==> config.mk <==
export PLATFORM = sky130hd
export DESIGN_NAME = wdog_top
export DESIGN_NICKNAME = d
export VERILOG_FILES = /design/src/rtl/wdog_pkg.sv /design/src/rtl/wdog_regs.sv /design/src/rtl/wdog_fsm.sv /design/src/rtl/wdog_counter.sv /design/src/rtl/wdog_top.sv
export SDC_FILE = /design/constraint.sdc
export NUM_CORES = 1
export LEC_CHECK = 0
export ABC_CLOCK_PERIOD_IN_PS = 2600
export BUFFER_PORTS_ARGS = -buffer_cell sky130_fd_sc_hd__buf_2
export CORE_ASPECT_RATIO = 1.25
export CORE_MARGIN = 10
export CORE_UTILIZATION = 27
export DETAILED_ROUTE_END_ITERATION = 12
export SYNTH_ARGS = -nofsm -noshare
export SYNTH_HDL_FRONTEND = slang
export SYNTH_SLANG_ARGS = --single-unit
==> constraint.sdc <==
create_clock -name clk -period 2.6 [get_ports clk]
set_clock_uncertainty 0.2 [all_clocks]
set_input_delay 0.52 -clock clk [delete_from_list [all_inputs] [get_ports clk]]
set_output_delay 0.52 -clock clk [all_outputs]
set_load 0.01 [all_outputs]
==> src/rtl/wdog_pkg.sv <==
package wdog_pkg;
    typedef enum logic [1:0] {
        ST_RUN      = 2'd0,
        ST_HOLD_OFF = 2'd1,
        ST_HALTED   = 2'd2
    } wd_state_t;

    localparam logic [7:0] ADDR_CTRL  = 8'h34;
    localparam logic [7:0] ADDR_CMD   = 8'h35;
    localparam logic [7:0] CODE_CLEAR = 8'h4E;
    localparam logic [7:0] CODE_STOP  = 8'hB1;

    localparam int BIT_EN  = 0;
    localparam int BIT_ACT = 1;
    localparam int SEL_LO  = 2;
endpackage

==> src/rtl/wdog_regs.sv <==
module wdog_regs
    import wdog_pkg::*;
(
    input  logic       clk,
    input  logic       rst_n,
    input  logic       ctrl_wr,
    input  logic [7:0] wr_data,
    input  logic       slow_mode,
    output logic [1:0] sel_q,
    output logic       slow_q,
    output logic       action_q,
    output logic       locked_q,
    output logic       tap_change
);
    logic [1:0] sel_new;

    assign sel_new    = wr_data[SEL_LO +: 2];
    assign tap_change = (ctrl_wr && (sel_new != sel_q)) || (slow_mode != slow_q);

    always_ff @(posedge clk) begin
        if (!rst_n) begin
            sel_q    <= 2'd0;
            slow_q   <= 1'b0;
            action_q <= 1'b0;
            locked_q <= 1'b0;
        end else begin
            slow_q <= slow_mode;
            if (ctrl_wr) begin
                sel_q <= sel_new;
                if (!locked_q) begin
                    action_q <= wr_data[BIT_ACT];
                    locked_q <= 1'b1;
                end
            end
        end
    end
endmodule

==> src/rtl/wdog_fsm.sv <==
module wdog_fsm
    import wdog_pkg::*;
(
    input  logic       clk,
    input  logic       rst_n,
    input  logic       ctrl_wr,
    input  logic       en_bit,
    input  logic       cmd_wr,
    input  logic [7:0] cmd_data,
    output wd_state_t  state,
    output logic       cnt_en,
    output logic       clear_req
);
    wd_state_t state_d;
    logic      is_clear;
    logic      is_stop;

    assign is_clear = cmd_wr && (cmd_data == CODE_CLEAR);
    assign is_stop  = cmd_wr && (cmd_data == CODE_STOP);

    always_ff @(posedge clk) begin
        if (!rst_n) state <= ST_RUN;
        else        state <= state_d;
    end

    always_comb begin
        state_d = state;
        unique case (state)
            ST_RUN:      if (ctrl_wr && !en_bit) state_d = ST_HOLD_OFF;
            ST_HOLD_OFF: begin
                if (ctrl_wr && en_bit) state_d = ST_RUN;
                else if (is_stop)      state_d = ST_HALTED;
            end
            ST_HALTED:   if (ctrl_wr && en_bit) state_d = ST_RUN;
            default:     state_d = ST_RUN;
        endcase
    end

    always_comb begin
        cnt_en    = 1'b0;
        clear_req = 1'b0;
        unique case (state)
            ST_RUN, ST_HOLD_OFF: begin
                cnt_en    = 1'b1;
                clear_req = is_clear;
            end
            ST_HALTED: begin
                cnt_en    = 1'b0;
                clear_req = 1'b1;
            end
            default: begin
                cnt_en    = 1'b0;
                clear_req = 1'b1;
            end
        endcase
    end
endmodule

==> src/rtl/wdog_counter.sv <==
module wdog_counter #(
    parameter int FAST_BASE = 17,
    parameter int SLOW_BASE = 9,
    localparam int CW = FAST_BASE + 6
) (
    input  logic          clk,
    input  logic          rst_n,
    input  logic          cnt_en,
    input  logic          cnt_clr,
    input  logic [1:0]    sel,
    input  logic          slow,
    input  logic          action,
    output logic [CW-1:0] cnt,
    output logic          reset_req,
    output logic          irq
);
    logic [CW-1:0] mask_tbl [8];
    logic [CW-1:0] mask;
    logic          ovf;

    for (genvar g = 0; g < 8; g++) begin : g_tap
        localparam int BASE = (g >= 4) ? SLOW_BASE : FAST_BASE;
        localparam int TAP  = BASE + 6 - 2 * (g % 4);
        assign mask_tbl[g] = CW'((64'd1 << TAP) - 64'd1);
    end

    assign mask = mask_tbl[{slow, sel}];
    assign ovf  = cnt_en && !cnt_clr && ((cnt & mask) == mask);

    always_ff @(posedge clk) begin
        if (!rst_n) begin
            cnt       <= '0;
            reset_req <= 1'b0;
            irq       <= 1'b0;
        end else begin
            if (cnt_clr || ovf) cnt <= '0;
            else if (cnt_en)    cnt <= cnt + 1'b1;
            reset_req <= ovf && !action;
            irq       <= ovf && action;
        end
    end
endmodule

==> src/rtl/wdog_top.sv <==
module wdog_top
    import wdog_pkg::*;
#(
    parameter int FAST_BASE = 17,
    parameter int SLOW_BASE = 9,
    localparam int CW = FAST_BASE + 6
) (
    input  logic       clk,
    input  logic       rst_n,
    input  logic       slow_mode,
    input  logic       wr_en,
    input  logic [7:0] wr_addr,
    input  logic [7:0] wr_data,
    output logic       reset_req,
    output logic       irq
);
    logic          ctrl_wr;
    logic          cmd_wr;
    logic [1:0]    sel_q;
    logic          slow_q;
    logic          action_q;
    logic          locked_q;
    logic          tap_change;
    wd_state_t     state;
    logic          cnt_en;
    logic          clear_req;
    logic          cnt_clr;
    logic [CW-1:0] cnt;

    assign ctrl_wr = wr_en && (wr_addr == ADDR_CTRL);
    assign cmd_wr  = wr_en && (wr_addr == ADDR_CMD);
    assign cnt_clr = clear_req || tap_change;

    wdog_regs u_regs (
        .clk        (clk),
        .rst_n      (rst_n),
        .ctrl_wr    (ctrl_wr),
        .wr_data    (wr_data),
        .slow_mode  (slow_mode),
        .sel_q      (sel_q),
        .slow_q     (slow_q),
        .action_q   (action_q),
        .locked_q   (locked_q),
        .tap_change (tap_change)
    );

    wdog_fsm u_fsm (
        .clk       (clk),
        .rst_n     (rst_n),
        .ctrl_wr   (ctrl_wr),
        .en_bit    (wr_data[BIT_EN]),
        .cmd_wr    (cmd_wr),
        .cmd_data  (wr_data),
        .state     (state),
        .cnt_en    (cnt_en),
        .clear_req (clear_req)
    );

    wdog_counter #(
        .FAST_BASE (FAST_BASE),
        .SLOW_BASE (SLOW_BASE)
    ) u_cnt (
        .clk       (clk),
        .rst_n     (rst_n),
        .cnt_en    (cnt_en),
        .cnt_clr   (cnt_clr),
        .sel       (sel_q),
        .slow      (slow_q),
        .action    (action_q),
        .cnt       (cnt),
        .reset_req (reset_req),
        .irq       (irq)
    );
endmodule

## Word level (Yosys, flattened, before mapping)

Memories as Yosys holds them, arrays and structs flattened.
Index checks and enable logic that the tools add are counted.

| storage, ports and cells | value |
|---|---|
| register bits | 32 |
| memory bits (read-only) | 184 |
| input bits | 20 |
| memories | 1 |

| cells by class | value |
|---|---|
| add/subtract/negate cells | 1 |
| order comparisons | 1 |
| equal/unequal tests | 12 |
| mux-type cells | 9 |
| bitwise logic cells | 4 |
| reduce and logical (&&, ||, !) cells | 22 |

Memories:

| name | words | bits a word | rd ports | clocked after memory_dff | write ports | line | RTL |
|---|---|---|---|---|---|---|---|
| (name not given) | 8 | 23 | 1 | 0 | 0 | wdog_counter.sv:27 | `assign mask = mask_tbl[{slow, sel}];` |

Operators with widths:

| cell | number |
|---|---|
| $mux 23 | 2 |
| $add 23x1->23 const B | 1 |
| $and 23x23->23 | 1 |
| $eq 23x23->1 | 1 |
| $eq 8x6->1 const B | 2 |
| $logic_and 1x1->1 | 11 |
| $eq 8x7->1 const B | 1 |
| $eq 8x8->1 const B | 1 |
| $mux 2 | 4 |
| $pmux 2 s3 | 1 |
| $ge 4x4->1 const B | 1 |
| $ne 2x1->1 const B | 2 |
| $not 3->4 | 1 |
| $reduce_or 2->1 | 2 |
| $logic_not 1->1 | 3 |
| $logic_or 1x1->1 | 3 |
| $ne 3x1->1 const B | 1 |
| $reduce_and 3->1 | 1 |
| $eq 2x1->1 const B | 1 |
| $eq 2x2->1 const B | 1 |
| $logic_not 2->1 | 1 |
| $mux 1 | 2 |
| $ne 2x2->1 | 1 |
| $not 1->1 | 2 |
| 2 further kinds | 2 |

## Logic depth before layout (Yosys ltp)

| logic depth | value |
|---|---|
| depth in word-level cells | 10 |
| depth in mapped cells | 8 |
| gate-level depth less buffers | 6 |

## Modules after synthesis

From an unflattened synthesis, not the netlist that was laid out.

| unflattened totals | value |
|---|---|
| cell total of the unflattened synthesis | 186 |
| area total of the unflattened synthesis | 1687.9 µm² |

Modules (own cells, without submodules):

| module | times used | cells an instance | area an instance (µm²) | sequential area each (µm²) |
|---|---|---|---|---|
| wdog_counter | 1 | 138 | 1263.7 | 500.5 |
| wdog_regs | 1 | 19 | 205.2 | 100.1 |
| wdog_fsm | 1 | 23 | 176.4 | 40.0 |
| wdog_top | 1 | 6 | 42.5 | 0.0 |

## Worst setup path before layout

OpenSTA, ideal clock, no wires.

| timing | value |
|---|---|
| path type | in2reg |
| start point | in wr_addr[6] |
| end point | reg u_cnt.cnt[22] |
| arrival time | 1778 ps |
| required time | 2280 ps |
| setup slack | 502 ps |
| stages | 7 |
| path buffers | 2 |
| cell sequence | nand4bb_4 nor3_4 a221o_1 a31o_1 buf_6 buf_12 nor2_4 |

| between the ends | value |
|---|---|
| longest elaborated chain between the ends | 10 |
| elaborated cells between the ends (all ways) | 14 |

RTL lines:

| what | line | RTL |
|---|---|---|
| from (decl) | wdog_top.sv:12 | `input logic [7:0] wr_addr,` |
| $eq 8x6->1, on equally long branches | wdog_top.sv:31, wdog_top.sv:30 |  |
| $logic_and 1x1->1, on equally long branches | wdog_top.sv:31, wdog_top.sv:30 |  |
| $logic_and 1x1->1, on equally long branches | wdog_fsm.sv:18, wdog_regs.sv:18 |  |
| $mux 1 / $logic_or 1x1->1 (equally long branches) | wdog_fsm.sv:42, wdog_regs.sv:18 |  |
| $logic_or 1x1->1 * | wdog_top.sv:32 | `assign cnt_clr = clear_req \|\| tap_change;` |
| $logic_not 1->1 | wdog_counter.sv:28 | `assign ovf = cnt_en && !cnt_clr && ((cnt & mask) == mask);` |
| $logic_and 1x1->1 (2 in a row) | wdog_counter.sv:28 |  |
| $logic_or 1x1->1 * | wdog_counter.sv:36 | `if (cnt_clr \|\| ovf) cnt <= '0;` |
| $reduce_or 2->1 (no line) * | n/a |  |
| to (signal assigned) | wdog_counter.sv:37 | `else if (cnt_en) cnt <= cnt + 1'b1;` |
| to (decl) | wdog_counter.sv:13 | `output logic [CW-1:0] cnt,` |

Mark *: on every way between the ends. The rest lies on a longest branch, timed or not.
A chain may end at the register's enable or synchronous reset.

## Worst setup path after layout

| timing | value |
|---|---|
| start point | reg u_cnt.cnt[3] |
| end point | reg u_cnt.cnt[15] |

| between the ends | value |
|---|---|
| longest elaborated chain between the ends | 5 |
| elaborated cells between the ends (all ways) | 6 |

RTL lines:

| what |
|---|
| parallel branches: the longest is 5 deep, another holds $add 23x1->23 |

Parallel ways; which one is timed is not known.

==> metrics.cfg <==
[outcome]
status = completed

[global_route]
top_usage_layer = met2
grt_pass1_wl_mm = 5.67
grt.met1_usage = 0.0879
grt_max_degree = 18
grt_pass1_vias = 1260
grt_antenna_before_repair = 0
grt_overflow = 0
gr-usage-all-layers = 0.0724
globalRouteMet3Util = 0.0295
grt_util_met2 = 0.114

[cts]
numCtsBuffers = 5
cts_setup_buffers = 0
cts_tree = yes
clk_path_buf_depth = 2
clk_latency_ns = 0.28
cts_max_level = 2
hold_buffers = 0
ctsResizeCount = 0
numClockSinks = 32
clkSlewWorstSetupHoldPaths_ns = 0.06
clock-root-buffer = clkbuf_8

[timing]
setup_viol = 0
fin_crit_ns = 2.01
fmaxAchievable_mhz = 497
tightest_slew_ns = 0.393
rsz0062_at_grt = no
fin_setup_tns_ns = 0
hold_viol_final = 0
worst_hold_slack_ns = 0.262
relSlewSlack = 0.736
slew_viol_final = 0
period_share = 0.774

[power_and_ir_drop]
p_leak_nw = 0.662
powerDensity_mw_per_mm2 = 507
total_power_mw = 0.970
ir_drop_mv = 0.339

[drt]
drt-wirelength-per-cell_um = 12.0
drc = 0
vias_per_cell = 4.67
finalWirelength_mm = 3.17
firstDrtPassIters = 4
drtIter0Drc = 39
ant_nets = 0
routed-via-count = 1229

[logic_synthesis]
syn_inst = 168
synth_fp_nets = 189
synth-seq-cells = 32
yosysTopAreaCellShare = 0.393
avgSynthCellArea_um2 = 9.71
synth_largest_area_cell = dfxtp_1
yosysWarnings = 0
ys_seq_area_frac = 0.393
syn_area_mm2 = 0.00163
synth_area_leaders = dfxtp_1 (39%), xor2_1 (8.6%), nor2_4 (6.2%), nor2_1 (5.1%), xnor2_1 (4.3%)
synth.distinct_cells = 37

[place]
io_buffers = 21
gp_congestion = 0.733
place_hpwl_mm = 2.52

[critical_path]
start_kind = register
crit_required_ns = 2.57
crit_type = register to register
cp.arrival_ns = 1.99
cp-end-kind = register
cp_max_fo = 17

[finish]
final_util = 0.329
antenna_cells = 0
area_growth_pct = 17.2
drive_above_1_share = 0.244
multi_input_area_um2 = 930
fill_cells = 614
regArea_um2 = 641
nets = 218

[run]
maxCapViolations = 0

[floorplan]
die_area_mm2 = 0.00957
start_util = 0.280
die_w_um = 89.5
core-area_mm2 = 0.00582
io_pins = 22
row_count = 31
die_h_um = 107

[min_path]
hp-class = register to register

[worst paths after layout]
check	start	endpoint	slack, ns	depth (start not counted)
min reg2reg	u_regs.action_q	u_cnt.irq	0.26	2
min	u_regs.action_q	u_cnt.irq	0.26	2
max	u_cnt.cnt[3]	u_cnt.cnt[15]	0.59	6
max reg2reg	u_cnt.cnt[3]	u_cnt.cnt[15]	0.59	6
[metrics by stage]
step | instances | setup WS (ns) | cell area [µm²]
3_5_place_dp | 256 | 0.415 | 1820
3_3_place_gp | 256 | 0.439 | 1820
5_1_grt | 263 | 0.489 | 1910
6_report | 263 | 0.587 | 1910
4_1_cts | 263 | 0.591 | 1910
2_1_floorplan | 168 | 0.502 | 1630
[cell usage after synthesis]
cell type,count
nor4_4,1
a221o_1,1
nor3_4,1
inv_1,2
o21ai_0,2
nor4_1,3
ha_1,1
nand4b_1,2
dfxtp_1,32
nand4bb_4,1
buf_6,3
nand2_1,11
nand4_1,6
nor2_4,9
and4_4,1
nor3_1,3
a31o_1,2
mux2i_1,5
or3_1,1
and3_1,4
nand4bb_1,2
buf_12,1
nor2_1,22
nor3b_1,1
and2_1,3
nand3b_1,1
and3_4,1
xnor2_1,8
a31oi_1,1
nand3_1,9
nor2_2,1
o2111a_1,1
a21oi_1,3
nor2b_1,5
o21a_1,1
xor2_1,16
o21bai_1,1
[power breakdown]
part           total, mW  switching (mW)  internal [mW]
registers          0.496         0.00281          0.494
clock network      0.406           0.170          0.235
logic             0.0683          0.0356         0.0327
total              0.970           0.209          0.762
[worst max-delay path: stages, from the launching register on]
cell	delay, ns
dfxtp_1	0.39
nand3_1	0.23
nor2_1	0.34
and3_1	0.24
a31o_1	0.22
buf_12	0.20
nor2_1	0.07
[sequential cells by signal (all words and copies together) (netlist names)]
signal and count:
u_cnt.cnt 23, u_fsm.state 2, u_regs.sel_q 2, u_cnt.irq 1, u_cnt.reset_req 1, u_regs.action_q 1
u_regs.locked_q 1, u_regs.slow_q 1
[layer usage]
metal / wire length [µm] / vias up
li1: - / 636
met1: 1460 / 559
met2: 1500 / 29
met3: 185 / 5
met4: 26 / 0
met5: 0 / -
[cells by family after synthesis]
family	after synthesis	synth area share
compound gates	12	0.0522
simple gates	88	0.350
mux	5	0.0307
buf+inv	6	0.0376
xor+xnor	24	0.129
fa+ha+maj	1	0.00767
flops	32	0.393
[final cells by class]
type | instances | area share
clock buffers | 7 | 0.0504
repair buffers | 26 | 0.0812
flip-flops and latches | 32 | 0.335
inverters | 2 | 0.00393
multi-input cells | 130 | 0.486
well taps | 66 | 0.0432
[cell usage in the layout, fill, tap and decap left out, types with 5 or more instances in the layout]
cell,count
nor2b_1,5
nor2_1,22
buf_2,21
clkbuf_8,7
xnor2_1,8
mux2i_1,5
dfxtp_1,32
nor2_4,9
nand2_1,11
xor2_1,16
nand3_1,9
nand4_1,6
Power figures use the tool's default switching activity.
